[config.mk]
export PLATFORM = sky130hd
export DESIGN_NAME = ea_seq
export DESIGN_NICKNAME = d
export VERILOG_FILES = /design/src/rtl/agu_pkg.sv /design/src/rtl/agu_idx_add.sv /design/src/rtl/agu_ctrl.sv /design/src/rtl/ea_seq.sv
export SDC_FILE = /design/constraint.sdc
export NUM_CORES = 1
export LEC_CHECK = 0
export BUFFER_PORTS_ARGS = -buffer_cell sky130_fd_sc_hd__buf_4
export CAP_MARGIN = 30
export CORE_MARGIN = 1
export CORE_UTILIZATION = 55
export DETAILED_ROUTE_END_ITERATION = 6
export GPL_ROUTABILITY_DRIVEN = 0
export PLACE_DENSITY = 0.88
export SETUP_SLACK_MARGIN = 0.2
export SYNTH_ARGS = -nofsm -noshare
export SYNTH_HDL_FRONTEND = slang
export SYNTH_HIERARCHICAL = 1
export SYNTH_SLANG_ARGS = --single-unit
[constraint.sdc]
create_clock -name clk -period 2.7 [get_ports clk]
set_input_delay 0.405 -clock clk [delete_from_list [all_inputs] [get_ports clk]]
set_output_delay 0.405 -clock clk [all_outputs]
set_load 0.02 [all_outputs]
[src/rtl/agu_pkg.sv]
package agu_pkg;

  typedef enum logic [3:0] {
    AM_ABS    = 4'd0,
    AM_ABS_X  = 4'd1,
    AM_ABS_Y  = 4'd2,
    AM_DIR    = 4'd3,
    AM_DIR_X  = 4'd4,
    AM_DIR_Y  = 4'd5,
    AM_PRE_X  = 4'd6,
    AM_POST_Y = 4'd7,
    AM_POST_Z = 4'd8,
    AM_STK_Y  = 4'd9,
    AM_IND    = 4'd10,
    AM_IND_X  = 4'd11
  } am_e;

  typedef enum logic [3:0] {
    ST_IDLE, ST_OP_LO, ST_OP_HI, ST_RD_LO, ST_CAP_LO,
    ST_RD_HI, ST_CAP_HI, ST_DUMMY, ST_DUMMY_W, ST_DONE
  } st_e;

  function automatic logic am_two_byte(am_e m);
    return (m == AM_ABS) || (m == AM_ABS_X) || (m == AM_ABS_Y) ||
           (m == AM_IND) || (m == AM_IND_X);
  endfunction

  function automatic logic am_indirect(am_e m);
    return (m == AM_PRE_X) || (m == AM_POST_Y) || (m == AM_POST_Z) ||
           (m == AM_STK_Y) || (m == AM_IND) || (m == AM_IND_X);
  endfunction

endpackage

[src/rtl/agu_idx_add.sv]
// Adds an unsigned index to a two-byte base; page_wrap_i suppresses the
// carry into the high byte.
module agu_idx_add #(
  parameter int DW = 8
) (
  input  logic [2*DW-1:0] base_i,
  input  logic [DW-1:0]   idx_i,
  input  logic            page_wrap_i,
  output logic [2*DW-1:0] sum_o
);
  logic [DW:0]   lo_sum;
  logic [DW-1:0] hi_sum;

  assign lo_sum = {1'b0, base_i[DW-1:0]} + {1'b0, idx_i};
  assign hi_sum = base_i[2*DW-1:DW] + DW'(lo_sum[DW] & ~page_wrap_i);
  assign sum_o  = {hi_sum, lo_sum[DW-1:0]};
endmodule

[src/rtl/agu_ctrl.sv]
module agu_ctrl
  import agu_pkg::*;
(
  input  logic clk,
  input  logic rst_n,
  input  logic start_i,
  input  am_e  mode_q_i,
  input  logic opd_fire_i,
  output st_e  state_o
);
  st_e state_q, state_d;
  logic state_en;

  always_comb begin
    state_d = state_q;
    unique case (state_q)
      ST_IDLE:    if (start_i) state_d = ST_OP_LO;
      ST_OP_LO:   if (opd_fire_i) begin
                    if (am_two_byte(mode_q_i))      state_d = ST_OP_HI;
                    else if (am_indirect(mode_q_i)) state_d = ST_RD_LO;
                    else                            state_d = ST_DONE;
                  end
      ST_OP_HI:   if (opd_fire_i)
                    state_d = am_indirect(mode_q_i) ? ST_RD_LO : ST_DONE;
      ST_RD_LO:   state_d = ST_CAP_LO;
      ST_CAP_LO:  state_d = ST_RD_HI;
      ST_RD_HI:   state_d = ST_CAP_HI;
      ST_CAP_HI:  state_d = (mode_q_i == AM_STK_Y) ? ST_DUMMY : ST_DONE;
      ST_DUMMY:   state_d = ST_DUMMY_W;
      ST_DUMMY_W: state_d = ST_DONE;
      ST_DONE:    state_d = ST_IDLE;
      default:    state_d = ST_IDLE;
    endcase
  end

  assign state_en = (state_d != state_q);

  always_ff @(posedge clk or negedge rst_n) begin
    if (!rst_n)        state_q <= ST_IDLE;
    else if (state_en) state_q <= state_d;
  end

  assign state_o = state_q;

  p_start_leaves_idle_r11: assert property (@(posedge clk) disable iff (!rst_n)
    (state_q == ST_IDLE && start_i) |=> (state_q == ST_OP_LO));
endmodule

[src/rtl/ea_seq.sv]
module ea_seq
  import agu_pkg::*;
#(
  parameter int DW = 8
) (
  input  logic            clk,
  input  logic            rst_n,
  input  logic            start_i,
  input  logic [3:0]      mode_i,
  input  logic [DW-1:0]   x_i,
  input  logic [DW-1:0]   y_i,
  input  logic [DW-1:0]   z_i,
  input  logic [2*DW-1:0] sp_i,
  input  logic [DW-1:0]   bp_i,
  input  logic            ext_stk_i,
  input  logic            opd_valid_i,
  input  logic [DW-1:0]   opd_data_i,
  output logic            opd_ready_o,
  output logic            mem_rd_o,
  output logic [2*DW-1:0] mem_addr_o,
  input  logic [DW-1:0]   mem_rdata_i,
  output logic            busy_o,
  output logic            done_o,
  output logic [2*DW-1:0] ea_o
);
  localparam int AW = 2 * DW;

  // reset: asserted asynchronously, released on a clock edge
  logic [1:0] rst_sync_q;
  logic       rst_int_n;
  always_ff @(posedge clk or negedge rst_n) begin
    if (!rst_n) rst_sync_q <= 2'b00;
    else        rst_sync_q <= {rst_sync_q[0], 1'b1};
  end
  assign rst_int_n = rst_sync_q[1];

  st_e state;
  am_e mode_q, mode_d, mode_dec;
  logic [DW-1:0] op_lo_q, op_lo_d, lo_q, lo_d;
  logic [AW-1:0] ptr_q, ptr_d, ea_q, ea_d;
  logic mode_en, op_lo_en, lo_en, ptr_en, ea_en;

  logic opd_fire, start_acc, last_opd;
  logic [AW-1:0] opd_base, opd_sum, ptr_step, fin_sum;
  logic [DW-1:0] opd_idx, fin_idx;
  logic opd_wrap, ptr_wrap;

  assign mode_dec  = (mode_i > 4'd11) ? AM_ABS : am_e'(mode_i);
  assign start_acc = (state == ST_IDLE) && start_i;
  assign opd_ready_o = (state == ST_OP_LO) || (state == ST_OP_HI);
  assign opd_fire  = opd_ready_o && opd_valid_i;
  assign last_opd  = opd_fire &&
                     ((state == ST_OP_HI) || !am_two_byte(mode_q));

  agu_ctrl u_ctrl (
    .clk       (clk),
    .rst_n     (rst_int_n),
    .start_i   (start_acc),
    .mode_q_i  (mode_q),
    .opd_fire_i(opd_fire),
    .state_o   (state)
  );

  // operand-stage address: direct page, stack, or two-byte absolute
  always_comb begin
    opd_base = {opd_data_i, op_lo_q};
    opd_idx  = '0;
    opd_wrap = 1'b0;
    unique case (mode_q)
      AM_DIR, AM_POST_Y, AM_POST_Z: begin
        opd_base = {bp_i, opd_data_i}; opd_wrap = 1'b1;
      end
      AM_DIR_X, AM_PRE_X: begin
        opd_base = {bp_i, opd_data_i}; opd_idx = x_i; opd_wrap = 1'b1;
      end
      AM_DIR_Y: begin
        opd_base = {bp_i, opd_data_i}; opd_idx = y_i; opd_wrap = 1'b1;
      end
      AM_STK_Y: begin
        opd_base = sp_i; opd_idx = opd_data_i; opd_wrap = 1'b1;
      end
      AM_ABS_X, AM_IND_X: opd_idx = x_i;
      AM_ABS_Y:           opd_idx = y_i;
      default: ;
    endcase
  end

  agu_idx_add #(.DW(DW)) u_opd_add (
    .base_i(opd_base), .idx_i(opd_idx), .page_wrap_i(opd_wrap), .sum_o(opd_sum)
  );

  // pointer high-byte address: wraps in page except where a carry is wanted
  assign ptr_wrap = (mode_q == AM_PRE_X) || (mode_q == AM_POST_Y) ||
                    (mode_q == AM_POST_Z) || ((mode_q == AM_STK_Y) && ext_stk_i);

  agu_idx_add #(.DW(DW)) u_ptr_inc (
    .base_i(ptr_q), .idx_i(DW'(1)), .page_wrap_i(ptr_wrap), .sum_o(ptr_step)
  );

  // post index on the fetched pointer, always across 16 bits
  always_comb begin
    unique case (mode_q)
      AM_POST_Y, AM_STK_Y: fin_idx = y_i;
      AM_POST_Z:           fin_idx = z_i;
      default:             fin_idx = '0;
    endcase
  end

  agu_idx_add #(.DW(DW)) u_fin_add (
    .base_i({mem_rdata_i, lo_q}), .idx_i(fin_idx), .page_wrap_i(1'b0), .sum_o(fin_sum)
  );

  // next-state for datapath registers
  always_comb begin
    mode_d   = mode_dec;
    mode_en  = start_acc;
    op_lo_d  = opd_data_i;
    op_lo_en = opd_fire && (state == ST_OP_LO);
    lo_d     = mem_rdata_i;
    lo_en    = (state == ST_CAP_LO);
    ptr_d    = ptr_step;
    ptr_en   = (state == ST_CAP_LO);
    ea_d     = fin_sum;
    ea_en    = (state == ST_CAP_HI);
    if (last_opd) begin
      if (am_indirect(mode_q)) begin
        ptr_d  = opd_sum;
        ptr_en = 1'b1;
      end else begin
        ea_d  = opd_sum;
        ea_en = 1'b1;
      end
    end
  end

  always_ff @(posedge clk or negedge rst_int_n) begin
    if (!rst_int_n) begin
      mode_q  <= AM_ABS;
      op_lo_q <= '0;
      lo_q    <= '0;
      ptr_q   <= '0;
      ea_q    <= '0;
    end else begin
      if (mode_en)  mode_q  <= mode_d;
      if (op_lo_en) op_lo_q <= op_lo_d;
      if (lo_en)    lo_q    <= lo_d;
      if (ptr_en)   ptr_q   <= ptr_d;
      if (ea_en)    ea_q    <= ea_d;
    end
  end

  assign mem_rd_o   = (state == ST_RD_LO) || (state == ST_RD_HI) || (state == ST_DUMMY);
  assign mem_addr_o = ptr_q;
  assign busy_o     = (state != ST_IDLE);
  assign done_o     = (state == ST_DONE);
  assign ea_o       = ea_q;

  // assertions
  p_reset_quiet_r1: assert property (@(posedge clk)
    !rst_int_n |-> (!busy_o && !mem_rd_o && !opd_ready_o && !done_o));

  p_ready_busy_r2: assert property (@(posedge clk) disable iff (!rst_int_n)
    opd_ready_o |-> busy_o);

  p_page_wrap_r5: assert property (@(posedge clk) disable iff (!rst_int_n)
    (state == ST_RD_HI && ptr_wrap) |->
      (mem_addr_o[AW-1:DW] == $past(mem_addr_o[AW-1:DW], 2)));

  p_dummy_repeat_r7: assert property (@(posedge clk) disable iff (!rst_int_n)
    (state == ST_DUMMY) |-> (mem_addr_o == $past(mem_addr_o, 2)));

  p_full_carry_r8: assert property (@(posedge clk) disable iff (!rst_int_n)
    (state == ST_RD_HI && !ptr_wrap) |->
      (mem_addr_o == $past(mem_addr_o, 2) + AW'(1)));

  p_no_read_direct_r10: assert property (@(posedge clk) disable iff (!rst_int_n)
    mem_rd_o |-> am_indirect(mode_q));

  p_done_busy_r11: assert property (@(posedge clk) disable iff (!rst_int_n)
    done_o |-> busy_o);

  p_done_single_r11: assert property (@(posedge clk) disable iff (!rst_int_n)
    done_o |=> !done_o);

  p_ea_hold_r11: assert property (@(posedge clk) disable iff (!rst_int_n)
    (!busy_o && $past(!busy_o)) |-> $stable(ea_o));
endmodule

Word-level counts from Yosys, hierarchy flattened
Index checks and enable logic that the tools add are counted.

Bits in registers: 58. Bits in latches: 0. Memory bits (writable): 0. ROM bits: 0. Input port bits: 73. Output and inout bits: 36. Logic and storage cells: 87. Memories: 0.

$add $sub $neg: 6. Multiply operators: 0. Divide/modulo/power cells: 0. $lt $le $gt $ge: 1. Equality and inequality tests: 21. Shift-type cells: 0. Multiplexer cells: 20. Bitwise logic cells: 4. Reductions and logical operators: 28.

Operator list (count): 16-bit two-way mux (4); 4-bit one-hot mux with 9 select lines (1); 4-bit by 3-bit equality test with 1-bit output (second input constant) (8); 16-bit one-hot mux with 2 select lines (1); 4-bit two-way mux (7); 4-bit equality test (second input constant) (6); 8-bit one-hot mux with 3 select lines (1); 8-bit by 8-bit adder with 9-bit output (2); 8-bit adder (2); 1-bit by 8-bit AND with 8-bit output (2); 4-bit by 2-bit equality test with 1-bit output (second input constant) (4); 1-bit inverter with 8-bit output (2); 8-bit one-hot mux with 2 select lines (1); 1-bit logical OR (14); 8-bit by 1-bit adder with 9-bit output (second input constant) (1); 8-bit by 1-bit adder with 8-bit output (1); 4-bit by 1-bit equality test with 1-bit output (second input constant) (2); 4-bit logical NOT (2); 7-bit OR reduction (1); 6-bit OR reduction (1); 1-bit logical AND (5); 1-bit two-way mux (5); 4-bit > comparator (second input constant) (1); 4-bit != test (1); 4 further kinds (5).

Logic depth before layout (Yosys ltp)
Gate-level depths: netlist of run 1.

Depth in word-level cells: 11. Mapped depth: 19. Depth with buffers taken out: 17.

Cells and area by module
Netlist of run 1, hierarchy kept.

By module, submodules not included: ea_seq (times used 1, cells an instance 303, area an instance 3362.0 sq um, seq. area each 1351.3 sq um); agu_idx_add at u_fin_add ... (times used 2, cells an instance 60, area an instance 446.7 sq um, seq. area each 0.0 sq um); agu_idx_add at u_ptr_inc (times used 1, cells an instance 56, area an instance 439.2 sq um, seq. area each 0.0 sq um); agu_ctrl (times used 1, cells an instance 41, area an instance 346.6 sq um, seq. area each 100.1 sq um).

Worst setup path before layout of run 1
OpenSTA, ideal clock, no wires.

Kind: reg2reg. Start: register mode_q[2]. End: register ea_q[14] (netlist: ea_o[14]). Setup time: 0.125 ns. Data arrival time: 3.537 ns. Data required time: 2.575 ns. Slack: -0.962 ns. Stages on the path, launching flop included: 19. Path buffers: 2. Period minus slack after synthesis: 3.662 ns. Cells stage by stage: dfrtp_1 -> or3b_4 -> o21a_1 -> buf_2 -> clkbuf_1 -> nand2_1 -> nand2_1 -> ha_1 -> fa_1 -> a21oi_1 -> nor2_1 -> o21ai_0 -> a211oi_1 -> ha_1 -> ha_1 -> nand3_1 -> nor2_1 -> xor2_1 -> mux2_4.

Elaborated cells between the ends (all ways): 43. Those cells by class: 4 x add/sub; 11 x eq/ne; 8 x mux; 2 x bitwise; 18 x reduce/logical.

RTL lines: start: declaration (RTL line ea_seq.sv:38) `am_e mode_q, mode_d, mode_dec;`; start signal: assignment (RTL line ea_seq.sv:144) `if (mode_en) mode_q <= mode_d;`; 4-bit by 3-bit equality test with 1-bit output, or another cell as far along (RTL line ea_seq.sv:69) `unique case (mode_q)`; 6-bit OR reduction (no source line); 16-bit one-hot mux with 2 select lines (*) (RTL line ea_seq.sv:69); via opd_base[0] (RTL line ea_seq.sv:44) `logic [AW-1:0] opd_base, opd_sum, ptr_step, fin_sum;`; 8-bit by 8-bit adder with 9-bit output (*) (RTL line agu_idx_add.sv:14) `assign lo_sum = {1'b0, base_i[DW-1:0]} + {1'b0, idx_i};`; 1-bit by 8-bit AND with 8-bit output (*) (RTL line agu_idx_add.sv:15) `assign hi_sum = base_i[2*DW-1:DW] + DW'(lo_sum[DW] & ~page_wrap_i);`; 8-bit adder (*) (RTL line agu_idx_add.sv:15); via opd_sum[14] (RTL line ea_seq.sv:44); 16-bit two-way mux (*) (RTL line ea_seq.sv:126) `if (am_indirect(mode_q)) begin`; 16-bit two-way mux (*) (RTL line ea_seq.sv:125) `if (last_opd) begin`; end signal: assignment (RTL line ea_seq.sv:142) `ea_q <= '0;`; end signal: assignment (RTL line ea_seq.sv:148) `if (ea_en) ea_q <= ea_d;`; end: declaration (RTL line ea_seq.sv:40) `logic [AW-1:0] ptr_q, ptr_d, ea_q, ea_d;`.

Mark *: on every way through the listed nets, which the timed path passes. The rest lies on a longest branch. A chain may end at the register's enable or synchronous reset.

Worst setup path after layout of run 1
Start: register mode_q[1]. End: register ea_q[14] (netlist: ea_o[14]).

Elaborated cells between the ends (all ways): 43. Those cells by class: 4 x add/sub; 11 x eq/ne; 8 x mux; 2 x bitwise; 18 x reduce/logical.

RTL lines: 4-bit by 1-bit equality test with 1-bit output, or another cell as far along (RTL line ea_seq.sv:69); 4-bit OR reduction (no source line) / 2-bit OR reduction (equally long branches); 8-bit one-hot mux with 3 select lines (*) (RTL line ea_seq.sv:69); via opd_idx[3] (RTL line ea_seq.sv:45) `logic [DW-1:0] opd_idx, fin_idx;`; 8-bit by 8-bit adder with 9-bit output (*) (RTL line agu_idx_add.sv:14); 1-bit by 8-bit AND with 8-bit output (*) (RTL line agu_idx_add.sv:15); 8-bit adder (*) (RTL line agu_idx_add.sv:15); via opd_sum[14] (RTL line ea_seq.sv:44); 16-bit two-way mux (*) (RTL line ea_seq.sv:126); 16-bit two-way mux (*) (RTL line ea_seq.sv:125).

Marked as above.

==> results of run 1 <==
## registers in the layout (all words and copies together) (netlist names)
name            cells
op_lo_q             8
u_ctrl/state_o      4
rst_sync_q          2
mode_q              4
ea_o               16
lo_q                8
mem_addr_o         16
## final cells by class
class | count | area, um^2 | share of cell area, %
Tap cell | 108 | 135 | 1.76
Clock buffer | 10 | 128 | 1.66
Sequential cell | 58 | 1460 | 18.9
Inverter | 16 | 60.1 | 0.782
Clock inverter | 6 | 105 | 1.37
Timing Repair Buffer | 216 | 1710 | 22.3
Multi-Input combinational cell | 435 | 4090 | 53.2
## layer usage
| layer | up-vias | global-route usage [%] | share of wire, % | wire [um] |
|---|---|---|---|---|
| li1 | 2292 | - | - | - |
| met1 | 2646 | 42.4 | 35 | 7550 |
| met2 | 523 | 70.4 | 46 | 10100 |
| met3 | 196 | 8.09 | 9.5 | 2070 |
| met4 | 0 | 28.1 | 9.3 | 2030 |
| met5 | - | 0 | 0 | 0 |
## power groups by stage
stage | Clock [mW] | Sequential [mW] | Combinational, mW
6_report | 1.01 | 1.82 | 8.81
5_1_grt | 1.05 | 1.87 | 9.08
4_1_cts | 0.973 | 1.76 | 7.35
3_5_place_dp | 0 | 1.77 | 6.55
3_3_place_gp | 0 | 1.73 | 6.22
2_1_floorplan | 0 | 1.90 | 4.10
## through the flow
step	setup WS, ns	instance area, um^2	total power [mW]
final	-1.02	7680	11.6
after global routing	-1.15	7680	12.0
after CTS	-0.700	7320	10.1
after detailed placement	-0.919	6690	8.32
after global placement	-0.798	6690	7.96
after floorplan	-0.711	5260	6.00
## logic make-up after synthesis
group                      Yosys count  share of synthesized area [%]
xor gates and xnor gates            32                           5.71
muxes                               91                           21.6
other                                2                          0.149
and+or+nand+nor                    165                           17.0
AOI/OAI and AO/OA                  103                           14.3
adders and majority gates           33                           8.64
buffers and inverters               36                           3.77
DFF                                 58                           28.8
## tightest hold or removal path, delay by kind of cell
kind	cells	cell delay, ns
buffers and inverters	1	0.11
AO/OA/AOI/OAI	1	0.06
AND/OR/NAND/NOR	1	0.04
## timing repair
action,4_1_cts,5_1_grt
resized for setup,62,59
pin swaps,29,18
setup buffers,16,7
endpoints found under the hold margin,2,0
hold buffers,1,0
endpoints found under the setup margin,30,30
cloned,0,0
## synth_stat cells (all sizes together) (2+ instances only)
cell and instances:
xnor2 13, dfrtp 58, a21o 6, a22oi 24
nor2 23, mux2 81, a31oi 4, and3 2
nand4b 3, o21a 2, buf 16, a21boi 4
xor2 19, nand2 77, ha 30, a311o 4
a21oi 19, o21ai 24, a2111oi 2, nand3b 3
nor3 3, o22ai 2, or3b 3, fa 3
nor2b 7, clkbuf 4, and2 2, nand3 17
mux2i 10, nor3b 6, o31ai 2, inv 16
a211oi 4, nor4 3, conb 2, or2 2
nand2b 12
## worst paths after layout
path / startpoint / end / cells past startpoint
max: mode_q[1] / ea_o[14] / 16
min: mode_i[1] / mode_q[1] / 3
max reg2reg: mode_q[1] / ea_o[14] / 16
min reg2reg: rst_sync_q[1] / mem_addr_o[4] / 0
max in group asynchronous: rst_sync_q[1] / ea_o[7] / 1
min in group asynchronous: rst_sync_q[1] / mem_addr_o[4] / 0
==> report_table.html, run 1 <==
<table>
<tr><th>Metric</th><th>Value</th></tr>
<tr><th colspan="2">STA</th></tr>
<tr><td>Final Hold Viols</td><td>0</td></tr>
<tr><td>Clock period minus worst slack</td><td>~3.7 ns</td></tr>
<tr><td>Post-Route Skew</td><td>between 0.01 and 0.015 ns</td></tr>
<tr><td>Hold slack</td><td>roughly 0.29 ns</td></tr>
<tr><td>Actual slew at the worst max-slew pin</td><td>0.769 ns</td></tr>
<tr><td>Setup Viol. Count Final</td><td>28</td></tr>
<tr><td>Worst Slack Setup Final</td><td>-1.02 ns</td></tr>
<tr><td>Setup TNS</td><td>-17.31 ns</td></tr>
<tr><td>Peak Freq</td><td>0.269 GHz</td></tr>
<tr><td>Max transition margin</td><td>about half</td></tr>
<tr><td>Slew Limit Fails</td><td>0</td></tr>
<tr><td>Setup repair after global routing missed its margin</td><td>true</td></tr>
<tr><td>Fin crit share</td><td>138%</td></tr>
<tr><th colspan="2">Power and ir drop</th></tr>
<tr><td>Cell-internal power</td><td>about 6 mW</td></tr>
<tr><td>Clock group share of total power</td><td>8.6%</td></tr>
<tr><td>Part of the total power dissipated in sequential elements</td><td>between 15 and 20%</td></tr>
<tr><td>Pwr per Cell Area</td><td>1520 nW/um^2</td></tr>
<tr><td>Sw Ratio</td><td>47.3%</td></tr>
<tr><td>Combinational share of power</td><td>between 70% and 80%</td></tr>
<tr><td>Leakage power</td><td>between 3 and 4 nW</td></tr>
<tr><td>Net switching component of the power</td><td>between 5 and 6 mW</td></tr>
<tr><td>Worst-case vdd ir drop</td><td>~960 uV</td></tr>
<tr><th colspan="2">Floorplanning</th></tr>
<tr><td>Vertical die dimension</td><td>97.7 um</td></tr>
<tr><td>Die Area</td><td>between 9000 and 10000 um^2</td></tr>
<tr><td>Number of top-level design ports</td><td>109</td></tr>
<tr><td>Initial cell density of the core</td><td>a little under three fifths</td></tr>
<tr><td>Width of the die</td><td>97.7 um</td></tr>
<tr><td>Site row count</td><td>34</td></tr>
<tr><td>Area of the core</td><td>around 9000 um^2</td></tr>
<tr><th colspan="2">Setup path</th></tr>
<tr><td>Critical path endpoint category</td><td>register</td></tr>
<tr><td>Arrival @ worst endpoint</td><td>3.98 ns</td></tr>
<tr><td>CP top delay family</td><td>compound AO/OA/AOI/OAI gates</td></tr>
<tr><td>Top fanout value on the critical path</td><td>8</td></tr>
<tr><td>Class of the most critical setup path</td><td>register to register</td></tr>
<tr><td>Maximum single-stage delay on the critical path</td><td>around 0.47 ns</td></tr>
<tr><td>Buffers &amp; Inverters on Critical Path</td><td>1</td></tr>
<tr><td>Worst setup SP type</td><td>register</td></tr>
<tr><td>Worst reg-to-reg setup slack</td><td>-1.02 ns</td></tr>
<tr><td>Max stage delay cell, worst path</td><td>sky130_fd_sc_hd__a22oi_1</td></tr>
<tr><td>Data required, critical path</td><td>a little under 3 ns</td></tr>
<tr><td>Cell-by-cell trace of the critical path</td><td>buf_4 -&gt; xor2_2 -&gt; o22ai_4 -&gt; a22oi_1 -&gt; nand2_2 -&gt; ha_4 -&gt; nand3_2 -&gt; nor2_4 -&gt; o21ai_2 -&gt; a211oi_2 -&gt; ha_2 -&gt; ha_4 -&gt; nand3_2 -&gt; nor2_4 -&gt; xor2_2 -&gt; mux2_4</td></tr>
<tr><th colspan="2">Global routing</th></tr>
<tr><td>First-pass GRT wire length</td><td>between 20000 and 30000 um</td></tr>
<tr><td>Global route overflow</td><td>0</td></tr>
<tr><td>Total GRT Usage</td><td>between 30 and 40%</td></tr>
<tr><td>Number of antenna violations at the first check in global routing</td><td>0</td></tr>
<tr><td>Pin count of the biggest net entering global routing</td><td>34</td></tr>
<tr><td>Vias in the first global route</td><td>5740</td></tr>
<tr><th colspan="2">Run status</th></tr>
<tr><td>Violated checks</td><td>design-rule violations, negative setup slack</td></tr>
<tr><td>Result of the run</td><td>finished, violations left</td></tr>
<tr><th colspan="2">CTS</th></tr>
<tr><td>Clock slew at reported path FFs</td><td>0.08 ns</td></tr>
<tr><td>Clock tree from TritonCTS</td><td>done</td></tr>
<tr><td>Max H-tree Level</td><td>3</td></tr>
<tr><td>Buffer type at the clock tree root</td><td>sky130_fd_sc_hd__clkbuf_8</td></tr>
<tr><td>Number of clock buffers inserted by TritonCTS</td><td>9</td></tr>
<tr><td>Clock buffer depth</td><td>2</td></tr>
<tr><td>Insertion delay to the later sink of the worst-skew pair</td><td>~0.37 ns</td></tr>
<tr><td>Clock tree sinks</td><td>58</td></tr>
<tr><th colspan="2">Cells and area</th></tr>
<tr><td>Utilization after layout</td><td>between 80% and 90%</td></tr>
<tr><td>Net count of the finished layout</td><td>approximately 840</td></tr>
<tr><td>Post-synthesis to final-layout area growth</td><td>52.4%</td></tr>
<tr><td>Most common cell after layout, fill and taps aside</td><td>sky130_fd_sc_hd__buf_4</td></tr>
<tr><td>Top library cells by usage in the layout, fill and taps aside</td><td>sky130_fd_sc_hd__buf_4, sky130_fd_sc_hd__nand2_1, sky130_fd_sc_hd__dfrtp_1, sky130_fd_sc_hd__mux2_2, sky130_fd_sc_hd__mux2_4</td></tr>
<tr><td>Fraction of layout instances using a drive strength above 1</td><td>a little under three fifths</td></tr>
<tr><td>Filler Cell Count</td><td>383</td></tr>
<tr><td>Post-Layout Cell Count</td><td>about 850</td></tr>
<tr><td>Antenna cells</td><td>0</td></tr>
<tr><th colspan="2">Synthesis</th></tr>
<tr><td>Sequential fraction of the synthesis area</td><td>between 20 and 30%</td></tr>
<tr><td>Yosys Warn Count</td><td>6</td></tr>
<tr><td>Mean instance size in the synthesized netlist</td><td>between 9 and 10 um^2</td></tr>
<tr><td>Number of instances in the synthesized netlist</td><td>520</td></tr>
<tr><td>Cell area after synthesis</td><td>5040 um^2</td></tr>
<tr><td>Portion of synthesized cell area occupied by the leading cell type</td><td>28.8%</td></tr>
<tr><td>Cell type with the highest aggregate area in the netlist</td><td>sky130_fd_sc_hd__dfrtp_1</td></tr>
<tr><td>Count of flip-flops with a built-in enable after synthesis</td><td>0</td></tr>
<tr><td>Distinct cells, synth</td><td>71</td></tr>
<tr><td>Most used flip-flop cell after synthesis</td><td>sky130_fd_sc_hd__dfrtp_1</td></tr>
<tr><td>Fraction of synthesis flops using an asynchronous set or reset pin</td><td>between 90% and 100%</td></tr>
<tr><td>Seq cells post-synth</td><td>58</td></tr>
<tr><td>Most area-consuming cells after synthesis</td><td>sky130_fd_sc_hd__dfrtp_1, sky130_fd_sc_hd__mux2_2, sky130_fd_sc_hd__ha_1</td></tr>
<tr><th colspan="2">Drt</th></tr>
<tr><td>Antenna Violating Nets Remaining</td><td>0</td></tr>
<tr><td>DRC marker count from the first detailed-route iteration</td><td>~660</td></tr>
<tr><td>Routed wire per std cell</td><td>between 20 and 30 um</td></tr>
<tr><td>Detailed Routing Iterations Pass 1</td><td>7</td></tr>
<tr><td>Drt drc</td><td>22</td></tr>
<tr><td>Via total after detailed routing</td><td>~5.7k</td></tr>
<tr><td>Routed wire length</td><td>approximately 22000 um</td></tr>
<tr><td>Average vias per placed instance</td><td>around 6.7</td></tr>
<tr><th colspan="2">Place</th></tr>
<tr><td>Number of port buffers</td><td>about 110</td></tr>
<tr><td>Dpl cells</td><td>809</td></tr>
<tr><td>Detailed placement HPWL</td><td>roughly 12000 um</td></tr>
<tr><th colspan="2">Worst hold path</th></tr>
<tr><td>Hold WC Path Type</td><td>primary input to register</td></tr>
<tr><th colspan="2">Run</th></tr>
<tr><td>Max-cap check violation count</td><td>0</td></tr>
</table>
Note: power is estimated with default switching activity, not from simulation.
==> run 2: changes to the inputs <==
--- a/config.mk
+++ b/config.mk
@@ -9,9 +9,10 @@
 export CAP_MARGIN = 30
 export CORE_MARGIN = 1
 export CORE_UTILIZATION = 55
+export CTS_BUF_LIST = sky130_fd_sc_hd__clkbuf_16
 export DETAILED_ROUTE_END_ITERATION = 6
 export GPL_ROUTABILITY_DRIVEN = 0
-export PLACE_DENSITY = 0.88
+export PLACE_DENSITY = 0.81
 export SETUP_SLACK_MARGIN = 0.2
 export SYNTH_ARGS = -nofsm -noshare
 export SYNTH_HDL_FRONTEND = slang
==> run 2 against run 1 <==
Compared with the run above:
- the flow still finishes with violations (design-rule violations, negative setup slack)
- hold slack lost 0.026 ns
- fmax increased by 1.5%
- sequential share of layout area increased by 0.73 points
- wire length is 13% lower
- combinational power is 9.3% lower
- highest routed layer unchanged
- global-route usage fell by 3.6 points
- flip-flop and latch count is the same
- worst setup slack gained 0.054 ns
==> report_table.html, run 2 (synthesized netlist as in run 1, its figures left out) <==
<table>
<tr><th>Metric</th><th>Value</th></tr>
<tr><th colspan="2">Setup path</th></tr>
<tr><td>Worst reg-to-reg setup slack</td><td>-0.97 ns (was -1.02 ns)</td></tr>
<tr><td>R2R cell count</td><td>16 (unchanged)</td></tr>
<tr><td>Data required, critical path</td><td>2.91 ns (was 2.96 ns)</td></tr>
<tr><td>Startpoint of the worst register-to-register path</td><td>mode_q[1] (unchanged)</td></tr>
<tr><td>Critical path endpoint category</td><td>register (unchanged)</td></tr>
<tr><td>Top fanout value on the critical path</td><td>8 (unchanged)</td></tr>
<tr><td>Arrival @ worst endpoint</td><td>3.88 ns (was 3.98 ns)</td></tr>
<tr><td>Class of the most critical setup path</td><td>register to register (unchanged)</td></tr>
<tr><td>Worst setup SP type</td><td>register (unchanged)</td></tr>
<tr><td>Worst r2r dst</td><td>ea_o[14] (unchanged)</td></tr>
<tr><th colspan="2">Cells and area</th></tr>
<tr><td>Net count of the finished layout</td><td>842 (unchanged)</td></tr>
<tr><td>Post-synthesis to final-layout area growth</td><td>46.6% (was 52.4%)</td></tr>
<tr><td>Antenna cells</td><td>0 (unchanged)</td></tr>
<tr><td>Top library cells by usage in the layout, fill and taps aside</td><td>sky130_fd_sc_hd__buf_4, sky130_fd_sc_hd__nand2_1, sky130_fd_sc_hd__dfrtp_1, sky130_fd_sc_hd__mux2_2, sky130_fd_sc_hd__mux2_4 (unchanged)</td></tr>
<tr><td>Post-Layout Cell Count</td><td>849 (unchanged)</td></tr>
<tr><td>Filler Cell Count</td><td>468 (was 383)</td></tr>
<tr><td>Final Cell Area</td><td>7390 um^2 (was 7680 um^2)</td></tr>
<tr><td>Fraction of layout instances using a drive strength above 1</td><td>51.8% (was 57.1%)</td></tr>
<tr><td>Most common cell after layout, fill and taps aside</td><td>sky130_fd_sc_hd__buf_4 (unchanged)</td></tr>
<tr><th colspan="2">Floorplanning</th></tr>
<tr><td>Width of the die</td><td>97.7 um (unchanged)</td></tr>
<tr><td>Number of top-level design ports</td><td>109 (unchanged)</td></tr>
<tr><td>Initial cell density of the core</td><td>57.2% (unchanged)</td></tr>
<tr><td>Die Area</td><td>9550 um^2 (unchanged)</td></tr>
<tr><td>Site row count</td><td>34 (unchanged)</td></tr>
<tr><td>Vertical die dimension</td><td>97.7 um (unchanged)</td></tr>
<tr><td>Area of the core</td><td>8810 um^2 (unchanged)</td></tr>
<tr><th colspan="2">Power and ir drop</th></tr>
<tr><td>Cell-internal power</td><td>5.94 mW (was 6.14 mW)</td></tr>
<tr><td>Combinational share of power</td><td>72.6% (was 75.7%)</td></tr>
<tr><td>Worst-case vdd ir drop</td><td>964 uV (was 960 uV)</td></tr>
<tr><td>Part of the total power dissipated in sequential elements</td><td>16.3% (was 15.7%)</td></tr>
<tr><td>Clock group share of total power</td><td>11.1% (was 8.6%)</td></tr>
<tr><td>Sw Ratio</td><td>46.0% (was 47.3%)</td></tr>
<tr><td>Leakage power</td><td>3.53 nW (was 3.59 nW)</td></tr>
<tr><td>Pwr per Cell Area</td><td>1490 nW/um^2 (was 1520 nW/um^2)</td></tr>
<tr><td>Net switching component of the power</td><td>5.07 mW (was 5.50 mW)</td></tr>
<tr><th colspan="2">STA</th></tr>
<tr><td>Final Hold Viols</td><td>0 (unchanged)</td></tr>
<tr><td>Actual slew at the worst max-slew pin</td><td>0.791 ns (was 0.769 ns)</td></tr>
<tr><td>Setup repair after global routing missed its margin</td><td>true (unchanged)</td></tr>
<tr><td>Fin crit share</td><td>136% (was 138%)</td></tr>
<tr><td>Post-Route Skew</td><td>0.00919 ns (was 0.0120 ns)</td></tr>
<tr><td>Max transition margin</td><td>45.9% (was 48.8%)</td></tr>
<tr><td>Setup Viol. Count Final</td><td>28 (unchanged)</td></tr>
<tr><td>Slew Limit Fails</td><td>0 (unchanged)</td></tr>
<tr><td>Worst Slack Setup Final</td><td>-0.969 ns (was -1.02 ns)</td></tr>
<tr><td>Peak Freq</td><td>0.273 GHz (was 0.269 GHz)</td></tr>
<tr><td>Clock period minus worst slack</td><td>3.67 ns (was 3.72 ns)</td></tr>
<tr><th colspan="2">Drt</th></tr>
<tr><td>Routed wire per std cell</td><td>22.3 um (was 25.6 um)</td></tr>
<tr><td>Routed wire length</td><td>18900 um (was 21700 um)</td></tr>
<tr><td>Detailed Routing Iterations Pass 1</td><td>7 (unchanged)</td></tr>
<tr><td>Via total after detailed routing</td><td>5381 (was 5657)</td></tr>
<tr><td>DRC marker count from the first detailed-route iteration</td><td>441 (was 655)</td></tr>
<tr><td>Antenna Violating Nets Remaining</td><td>0 (unchanged)</td></tr>
<tr><td>Drt drc</td><td>12 (was 22)</td></tr>
<tr><td>Average vias per placed instance</td><td>6.34 (was 6.66)</td></tr>
<tr><th colspan="2">Global routing</th></tr>
<tr><td>Number of antenna violations at the first check in global routing</td><td>0 (unchanged)</td></tr>
<tr><td>Vias in the first global route</td><td>5364 (was 5740)</td></tr>
<tr><td>Total GRT Usage</td><td>36.1% (was 39.7%)</td></tr>
<tr><td>Global route overflow</td><td>0 (unchanged)</td></tr>
<tr><td>Pin count of the biggest net entering global routing</td><td>34 (unchanged)</td></tr>
<tr><td>First-pass GRT wire length</td><td>26900 um (was 29100 um)</td></tr>
<tr><th colspan="2">Run status</th></tr>
<tr><td>Result of the run</td><td>finished, violations left (unchanged)</td></tr>
<tr><td>Violated checks</td><td>design-rule violations, negative setup slack (unchanged)</td></tr>
<tr><th colspan="2">CTS</th></tr>
<tr><td>Clock tree from TritonCTS</td><td>done (unchanged)</td></tr>
<tr><td>Clock tree sinks</td><td>58 (unchanged)</td></tr>
<tr><td>Clock buffer depth</td><td>2 (unchanged)</td></tr>
<tr><td>Buffer type at the clock tree root</td><td>sky130_fd_sc_hd__clkbuf_16 (was sky130_fd_sc_hd__clkbuf_8)</td></tr>
<tr><td>Number of clock buffers inserted by TritonCTS</td><td>9 (unchanged)</td></tr>
<tr><td>Clock slew at reported path FFs</td><td>0.06 ns (was 0.08 ns)</td></tr>
<tr><td>Max H-tree Level</td><td>3 (unchanged)</td></tr>
<tr><td>Insertion delay to the later sink of the worst-skew pair</td><td>0.34 ns (was 0.37 ns)</td></tr>
<tr><th colspan="2">Worst hold path</th></tr>
<tr><td>Hold WC Path Type</td><td>register to asynchronous set/reset pin (was primary input to register)</td></tr>
<tr><th colspan="2">Place</th></tr>
<tr><td>Placed cell areas</td><td>6730 um^2 (was 6690 um^2)</td></tr>
<tr><td>Dpl cells</td><td>817 (was 809)</td></tr>
<tr><td>Number of port buffers</td><td>108 (unchanged)</td></tr>
<tr><td>Worst setup timing slack at the placement stage</td><td>-0.778 ns (was -0.919 ns)</td></tr>
<tr><td>Detailed placement HPWL</td><td>11600 um (was 12000 um)</td></tr>
<tr><th colspan="2">Run</th></tr>
<tr><td>Max-cap check violation count</td><td>0 (unchanged)</td></tr>
</table>
==> run 2: cell types whose count changed in the layout (fill, tap and decap cells not counted), moves of 7 or more <==
cell | before | now
sky130_fd_sc_hd__buf_4 | 197 | 211
sky130_fd_sc_hd__nand2_1 | 62 | 74
sky130_fd_sc_hd__buf_6 | 15 | 4
sky130_fd_sc_hd__clkbuf_16 | 0 | 9
sky130_fd_sc_hd__clkbuf_8 | 9 | 0
sky130_fd_sc_hd__mux2_4 | 33 | 25
sky130_fd_sc_hd__nand2_2 | 10 | 3
==> run 2: stage by stage <==
stage / setup TNS [ns] / util [%] / hold slack, ns / total power [mW]
floorplan: -9.84 / - / 0.109 / 6.00
global placement: -9.65 / 76.4 / 0.189 / 8.06
detailed placement: -11.90 / 76.4 / 0.191 / 8.35
CTS: -11.61 / 81.9 / 0.284 / 9.98
global route: -18.90 / 83.9 / 0.305 / 11.4
finish: -17.41 / 83.9 / 0.259 / 11.0
==> run 2: timing repair <==
| item | CTS | global route |
|---|---|---|
| setup buffers | 12 | 3 |
| setup endpoints to repair | 28 | 30 |
| endpoints found under the hold margin | 2 | 0 |
| hold buffers | 1 | 0 |
| pin swaps | 20 | 14 |
| resized for setup | 18 | 30 |
==> run 2: worst max-delay path by stage <==
stage	cells past startpoint	endpoint	slack [ns]	from
finish	16	ea_o[14]	-0.97	mode_q[1]
global route	16	ea_o[14]	-1.01	mode_q[1]
CTS	15	ea_o[14]	-0.71	mode_q[2]
detailed placement	15	ea_o[14]	-0.78	mode_q[1]
global placement	15	ea_o[15]	-0.68	mode_q[1]
floorplan	19	ea_o[15]	-0.71	mode_q[1]
==> run 2: layout make-up <==
type	instances	area, um^2	share of cell area [%]
Sequential cell	58	1450	19.7
Clock buffer	9	225	3.05
Multi-Input combinational cell	435	3790	51.3
Timing Repair Buffer	216	1640	22.2
Inverter	16	60.1	0.813
Tap cell	108	135	1.83
Clock inverter	7	85.1	1.15
==> run 2: power groups by stage <==
| stage | clock (mW) | sequential, mW | combinational (mW) |
|---|---|---|---|
| floorplan | 0 | 1.90 | 4.10 |
| global placement | 0 | 1.72 | 6.33 |
| detailed placement | 0 | 1.77 | 6.59 |
| CTS | 1.21 | 1.76 | 7.01 |
| global route | 1.28 | 1.85 | 8.30 |
| finish | 1.22 | 1.80 | 7.99 |
==> run 2: critical path: stages, from the launching register on <==
cell and delay, ns:
sky130_fd_sc_hd__dfrtp_1 0.41, sky130_fd_sc_hd__or3b_4 0.50, sky130_fd_sc_hd__nor2_4 0.26, sky130_fd_sc_hd__buf_6 0.15, sky130_fd_sc_hd__a22oi_1 0.10, sky130_fd_sc_hd__nand2_1 0.12, sky130_fd_sc_hd__ha_2 0.21, sky130_fd_sc_hd__a21o_1 0.20
sky130_fd_sc_hd__a21o_1 0.19, sky130_fd_sc_hd__o21ai_2 0.07, sky130_fd_sc_hd__a211oi_2 0.24, sky130_fd_sc_hd__ha_2 0.29, sky130_fd_sc_hd__ha_4 0.17, sky130_fd_sc_hd__nand3_4 0.09, sky130_fd_sc_hd__nor2_4 0.12, sky130_fd_sc_hd__xor2_2 0.10
sky130_fd_sc_hd__mux2_4 0.31
==> run 2: routing by layer <==
metal | global-route usage [%] | vias to the layer above | part of all wire, %
li1 | - | 2297 | -
met1 | 42.6 | 2529 | 37
met2 | 61.1 | 410 | 47
met3 | 6.16 | 145 | 8.4
met4 | 23.3 | 0 | 7.8
met5 | 0 | - | 0
